File: config.mk
export PLATFORM = sky130hd
export DESIGN_NAME = bennett_phase_seq
export DESIGN_NICKNAME = d
export VERILOG_FILES = /design/src/rtl/bennett_pkg.sv /design/src/rtl/bennett_sweep_ctrl.sv /design/src/rtl/bennett_rail_bank.sv /design/src/rtl/bennett_phase_seq.sv
export SDC_FILE = /design/constraint.sdc
export NUM_CORES = 1
export LEC_CHECK = 0
export BUFFER_PORTS_ARGS = -buffer_cell sky130_fd_sc_hd__buf_2
export CORE_MARGIN = 4
export CORE_UTILIZATION = 60
export CTS_CLUSTER_SIZE = 25
export DETAILED_ROUTE_END_ITERATION = 6
export PLACE_DENSITY_LB_ADDON = 0.2
export SYNTH_ARGS = -nofsm -noshare
export SYNTH_HDL_FRONTEND = slang
export SYNTH_HIERARCHICAL = 1
export SYNTH_SLANG_ARGS = --single-unit
File: constraint.sdc
create_clock -name clk -period 116.5 [get_ports clk]
set_input_delay 11.65 -clock clk [delete_from_list [all_inputs] [get_ports clk]]
set_output_delay 11.65 -clock clk [all_outputs]
set_load 0.005 [all_outputs]
File: src/rtl/bennett_pkg.sv
package bennett_pkg;
  typedef enum logic [1:0] {
    PH_IDLE = 2'd0,
    PH_UP   = 2'd1,
    PH_DOWN = 2'd2
  } phase_t;
endpackage

File: src/rtl/bennett_sweep_ctrl.sv
module bennett_sweep_ctrl
  import bennett_pkg::*;
#(
  parameter int N_LVL  = 11,
  parameter int CODE_W = 8,
  parameter int LEN_W  = 8,
  localparam int LVL_W = $clog2(N_LVL),
  localparam int FULL  = (1 << CODE_W) - 1,
  localparam int PROD_W = LEN_W + 1 + CODE_W
) (
  input  logic              clk,
  input  logic              rst_n,
  input  logic              static_mode,
  input  logic              start_req,
  input  logic [LEN_W-1:0]  ramp_len,
  output logic              wr_en,
  output logic [LVL_W-1:0]  wr_lvl,
  output logic [CODE_W-1:0] wr_code,
  output logic              busy,
  output logic              result_valid,
  output logic              operand_release
);
  phase_t             phase;
  logic [LVL_W-1:0]   lvl;
  logic [LEN_W-1:0]   cnt;
  logic [LEN_W-1:0]   len_q;
  logic [LEN_W:0]     cnt_n;
  logic [LEN_W:0]     num;
  logic [PROD_W-1:0]  prod;
  logic [PROD_W-1:0]  quo;
  logic               ramp_done;

  assign cnt_n     = {1'b0, cnt} + 1'b1;
  assign ramp_done = (cnt_n == {1'b0, len_q});
  assign num       = (phase == PH_UP) ? cnt_n : ({1'b0, len_q} - cnt_n);
  assign prod      = PROD_W'(num) * PROD_W'(FULL);
  assign quo       = prod / PROD_W'(len_q);
  assign wr_en     = (phase != PH_IDLE) && !static_mode;
  assign wr_lvl    = lvl;
  assign wr_code   = quo[CODE_W-1:0];

  always_ff @(posedge clk or negedge rst_n) begin
    if (!rst_n) begin
      phase           <= PH_IDLE;
      lvl             <= '0;
      cnt             <= '0;
      len_q           <= LEN_W'(1);
      busy            <= 1'b0;
      result_valid    <= 1'b0;
      operand_release <= 1'b0;
    end else begin
      result_valid    <= 1'b0;
      operand_release <= 1'b0;
      if (static_mode) begin
        phase <= PH_IDLE;
        busy  <= 1'b0;
        cnt   <= '0;
        lvl   <= '0;
      end else begin
        case (phase)
          PH_IDLE: if (start_req) begin
            phase <= PH_UP;
            lvl   <= '0;
            cnt   <= '0;
            len_q <= (ramp_len == '0) ? LEN_W'(1) : ramp_len;
            busy  <= 1'b1;
          end
          PH_UP: begin
            if (ramp_done) begin
              cnt <= '0;
              if (lvl == LVL_W'(N_LVL - 1)) begin
                phase        <= PH_DOWN;
                result_valid <= 1'b1;
              end else begin
                lvl <= lvl + 1'b1;
              end
            end else begin
              cnt <= cnt_n[LEN_W-1:0];
            end
          end
          PH_DOWN: begin
            if (ramp_done) begin
              cnt <= '0;
              if (lvl == '0) begin
                phase           <= PH_IDLE;
                busy            <= 1'b0;
                operand_release <= 1'b1;
              end else begin
                lvl <= lvl - 1'b1;
              end
            end else begin
              cnt <= cnt_n[LEN_W-1:0];
            end
          end
          default: phase <= PH_IDLE;
        endcase
      end
    end
  end


  busy_needs_start_chk: assert property (@(posedge clk) disable iff (!rst_n)
    $rose(busy) |-> $past(start_req) && !$past(static_mode));


  static_idle_chk: assert property (@(posedge clk) disable iff (!rst_n)
    static_mode |=> !busy);


  valid_single_chk: assert property (@(posedge clk) disable iff (!rst_n)
    result_valid |=> !result_valid);
endmodule

File: src/rtl/bennett_rail_bank.sv
module bennett_rail_bank #(
  parameter int N_LVL  = 11,
  parameter int CODE_W = 8,
  localparam int LVL_W  = $clog2(N_LVL),
  localparam int RAIL_W = CODE_W + 1,
  localparam int FULL   = (1 << CODE_W) - 1
) (
  input  logic                    clk,
  input  logic                    rst_n,
  input  logic                    static_mode,
  input  logic                    wr_en,
  input  logic [LVL_W-1:0]        wr_lvl,
  input  logic [CODE_W-1:0]       wr_code,
  output logic [N_LVL*RAIL_W-1:0] pos_rail,
  output logic [N_LVL*RAIL_W-1:0] neg_rail,
  output logic                    last_full,
  output logic                    all_relaxed
);
  logic [CODE_W-1:0] code [N_LVL];
  logic [N_LVL-1:0]  nz;

  for (genvar k = 0; k < N_LVL; k++) begin : g_lvl
    logic [RAIL_W-1:0] ext;
    assign ext = {1'b0, code[k]};
    assign nz[k] = (code[k] != '0);

    always_ff @(posedge clk or negedge rst_n) begin
      if (!rst_n)                                   code[k] <= '0;
      else if (static_mode)                         code[k] <= '0;
      else if (wr_en && (wr_lvl == LVL_W'(k)))      code[k] <= wr_code;
    end

    assign pos_rail[k*RAIL_W +: RAIL_W] = static_mode ? RAIL_W'(2 * FULL) : ext;
    assign neg_rail[k*RAIL_W +: RAIL_W] = static_mode ? '0 : (RAIL_W'(0) - ext);

    if (k > 0) begin : g_hold

      hold_lower_chk: assert property (@(posedge clk) disable iff (!rst_n)
        (code[k] != '0) |-> (code[k-1] == CODE_W'(FULL)));
    end
  end

  assign last_full   = (code[N_LVL-1] == CODE_W'(FULL));
  assign all_relaxed = (nz == '0);
endmodule

File: src/rtl/bennett_phase_seq.sv
module bennett_phase_seq #(
  parameter int N_LVL  = 11,
  parameter int CODE_W = 8,
  parameter int LEN_W  = 8,
  localparam int LVL_W  = $clog2(N_LVL),
  localparam int RAIL_W = CODE_W + 1
) (
  input  logic                    clk,
  input  logic                    rst_n,
  input  logic                    static_mode,
  input  logic                    start_req,
  input  logic [LEN_W-1:0]        ramp_len,
  output logic [N_LVL*RAIL_W-1:0] pos_rail,
  output logic [N_LVL*RAIL_W-1:0] neg_rail,
  output logic                    busy,
  output logic                    result_valid,
  output logic                    operand_release
);
  logic              wr_en;
  logic [LVL_W-1:0]  wr_lvl;
  logic [CODE_W-1:0] wr_code;
  logic              last_full;
  logic              all_relaxed;

  bennett_sweep_ctrl #(.N_LVL(N_LVL), .CODE_W(CODE_W), .LEN_W(LEN_W)) u_ctrl (
    .clk(clk), .rst_n(rst_n), .static_mode(static_mode), .start_req(start_req),
    .ramp_len(ramp_len), .wr_en(wr_en), .wr_lvl(wr_lvl), .wr_code(wr_code),
    .busy(busy), .result_valid(result_valid), .operand_release(operand_release)
  );

  bennett_rail_bank #(.N_LVL(N_LVL), .CODE_W(CODE_W)) u_bank (
    .clk(clk), .rst_n(rst_n), .static_mode(static_mode), .wr_en(wr_en),
    .wr_lvl(wr_lvl), .wr_code(wr_code), .pos_rail(pos_rail), .neg_rail(neg_rail),
    .last_full(last_full), .all_relaxed(all_relaxed)
  );


  valid_full_chk: assert property (@(posedge clk) disable iff (!rst_n)
    result_valid |-> last_full);


  release_relaxed_chk: assert property (@(posedge clk) disable iff (!rst_n)
    operand_release |-> all_relaxed && !busy);
endmodule

==> metrics <==
postcts setup bufs 0; CP peak stage delay a little over 800 ps; synth warn 6; # IOs between 200 and 250; WL/cell roughly 18 µm; cell mode on critical path o21a_1; maxcap violations 0; drt drc 7; PortBufs ~210; largest net degree at the start of global routing ~130; Mapped Cells a little over 2,000; dpl hpwl ~34,000 µm; CP Data Required Time 116,770 ps; status complete, but fails checks; worst reg-to-reg setup slack between 70,000 and 80,000 ps; hold_sp u_ctrl/cnt[7]$_DFFE_PN0P_; FILL cells 2,187; row cnt 59; Final Net Count ~2,400; CP max stage cell a2111oi_0; syn nets around 2,300; max frequency 22.2 MHz; crit end category flop; Vias/cell slightly above 6; WHS approximately 540 ps; Netlist Area Pre-Place ~0.016 mm²; Detail Route Antenna Nets 0; depth of the CTS H-tree 4; fraction of final layout cells sized beyond drive strength 1 19.8%; max-slew violations 0; Post-Syn Area per Cell between 7 and 8 µm²; WHS Path Cells 2; Layout area overhead 10.7%; Antenna Cells 0; worst hold path endpoint u_ctrl/cnt[7]$_DFFE_PN0P_; Post-CTS Resized 0; Finished Core Util about two thirds; Congestion Overflow GR 0; R2R Path End u_bank/code[56]$_DFFE_PN0P_; Max-Slew Margin vs Limit 33.8%; hold crit path type flop to flop; initial drt markers 1,103; setup TNS after final layout 0 ps; 1st-pass router iterations 7; clk_lat worst skew between 400 and 500 ps; CTS buffer count 17; hold buffers post-CTS 0; total core area 0.0261 mm²; Min Clock Period, post-route 45,040 ps; Setup-failing EPs final 0; CTS tree built; Die X between 150 and 200 µm; area occupied by multi-input gates between 0.01 and 0.015 mm²; die height around 170 µm; Final Hold Fails 0; CTS max path bufs 2; RSZ-0062 raised after global routing false; worst r2r path cells around 190; Vias between 15,000 and 20,000; failing checks DRC; R2R Path Start u_ctrl/cnt[0]$_DFFE_PN0P_; Worst Tran Pin Value about 990 ps; first-pass GRT wire length slightly above 70,000 µm; routability cong. ~0.94; kind of critical path flop to flop; clock sinks approximately 110; GR Util All Layers approximately 29%; die area between 0.02 and 0.03 mm²; storage element area 0.00283 mm²; WL final roughly 44,000 µm; Clk Tree Root Cell clkbuf_16; starting density of the core 61.1%; final period utilization 38.7%; CP Max Fanout 22; clk_skew between 10 and 15 ps; WP data arrival around 45,000 ps; initial antenna violation count 0; Worst Setup Start Kind flop; number of global-route vias before repair 14,600; clock slew at reported path FFs roughly 60 ps
## placed cells by master (no fill, tap or decap), types with 64 or more instances in the layout
master,n
or2_2,86
o21a_1,68
nand2_1,150
o21ai_0,115
nor3_1,90
inv_1,128
nor2_1,229
dfrtp_1,112
xnor2_1,64
buf_2,210
ha_1,175
xor2_1,65
a21oi_1,119
## metal layers
metal	global-route usage [%]	vias up	share of wire, %
met5	0	-	0
li1	-	7509	-
met1	36.4	7356	41
met3	4.85	93	7.2
met2	51.3	611	49
met4	9.78	0	2.6
## sequential cells by signal (all words and copies together), names as in the netlist
name,count
u_bank/code,88
u_ctrl/busy,1
u_ctrl/cnt,8
u_ctrl/len_q,8
u_ctrl/operand_release,1
u_ctrl/phase,2
u_ctrl/result_valid,1
u_ctrl/wr_lvl,4
## how the worst max path moves through the flow
stage / start / endpoint / slack [ps] / depth (start not counted)
2_1_floorplan: u_ctrl/len_q[0]$_DFFE_PN1P_ / u_bank/code[16]$_DFFE_PN0P_ / 77510 / 197
3_3_place_gp: u_ctrl/cnt[0]$_DFFE_PN0P_ / u_bank/code[56]$_DFFE_PN0P_ / 73780 / 190
3_5_place_dp: u_ctrl/cnt[0]$_DFFE_PN0P_ / u_bank/code[56]$_DFFE_PN0P_ / 72380 / 193
4_1_cts: u_ctrl/cnt[0]$_DFFE_PN0P_ / u_bank/code[56]$_DFFE_PN0P_ / 72160 / 193
5_1_grt: u_ctrl/cnt[0]$_DFFE_PN0P_ / u_bank/code[56]$_DFFE_PN0P_ / 67860 / 191
6_report: u_ctrl/cnt[0]$_DFFE_PN0P_ / u_bank/code[56]$_DFFE_PN0P_ / 71460 / 191
## critical path, delay by kind of cell (launching register included)
family	cells	cell delay (ps)
AOI/OAI and AO/OA	108	23200
xor gates and xnor gates	4	780
adders and majority gates	27	9040
buffers and inverters	10	1450
DFF	1	450
muxes	3	890
and+or+nand+nor	39	8950
## through the flow
stage          worst slack (ps)  instances  cell area [µm²]
2_1_floorplan             77510       2038            15900
3_3_place_gp              73780       2497            17000
3_5_place_dp              72380       2497            17000
4_1_cts                   72160       2529            17600
5_1_grt                   67860       2529            17600
6_report                  71460       2529            17600
## final cells by class
cell class | count | share of cell area [%]
sequential | 113 | 16.0
multi-input combinational | 1693 | 68.7
timing repair buffer | 223 | 6.53
clock buffer | 17 | 2.41
inverter | 133 | 2.84
clock inverter | 15 | 1.06
tap | 335 | 2.38
Power is left out: the tool's default activity adds up to more than one toggle a clock period on the data nets, which glitch-free logic cannot reach.
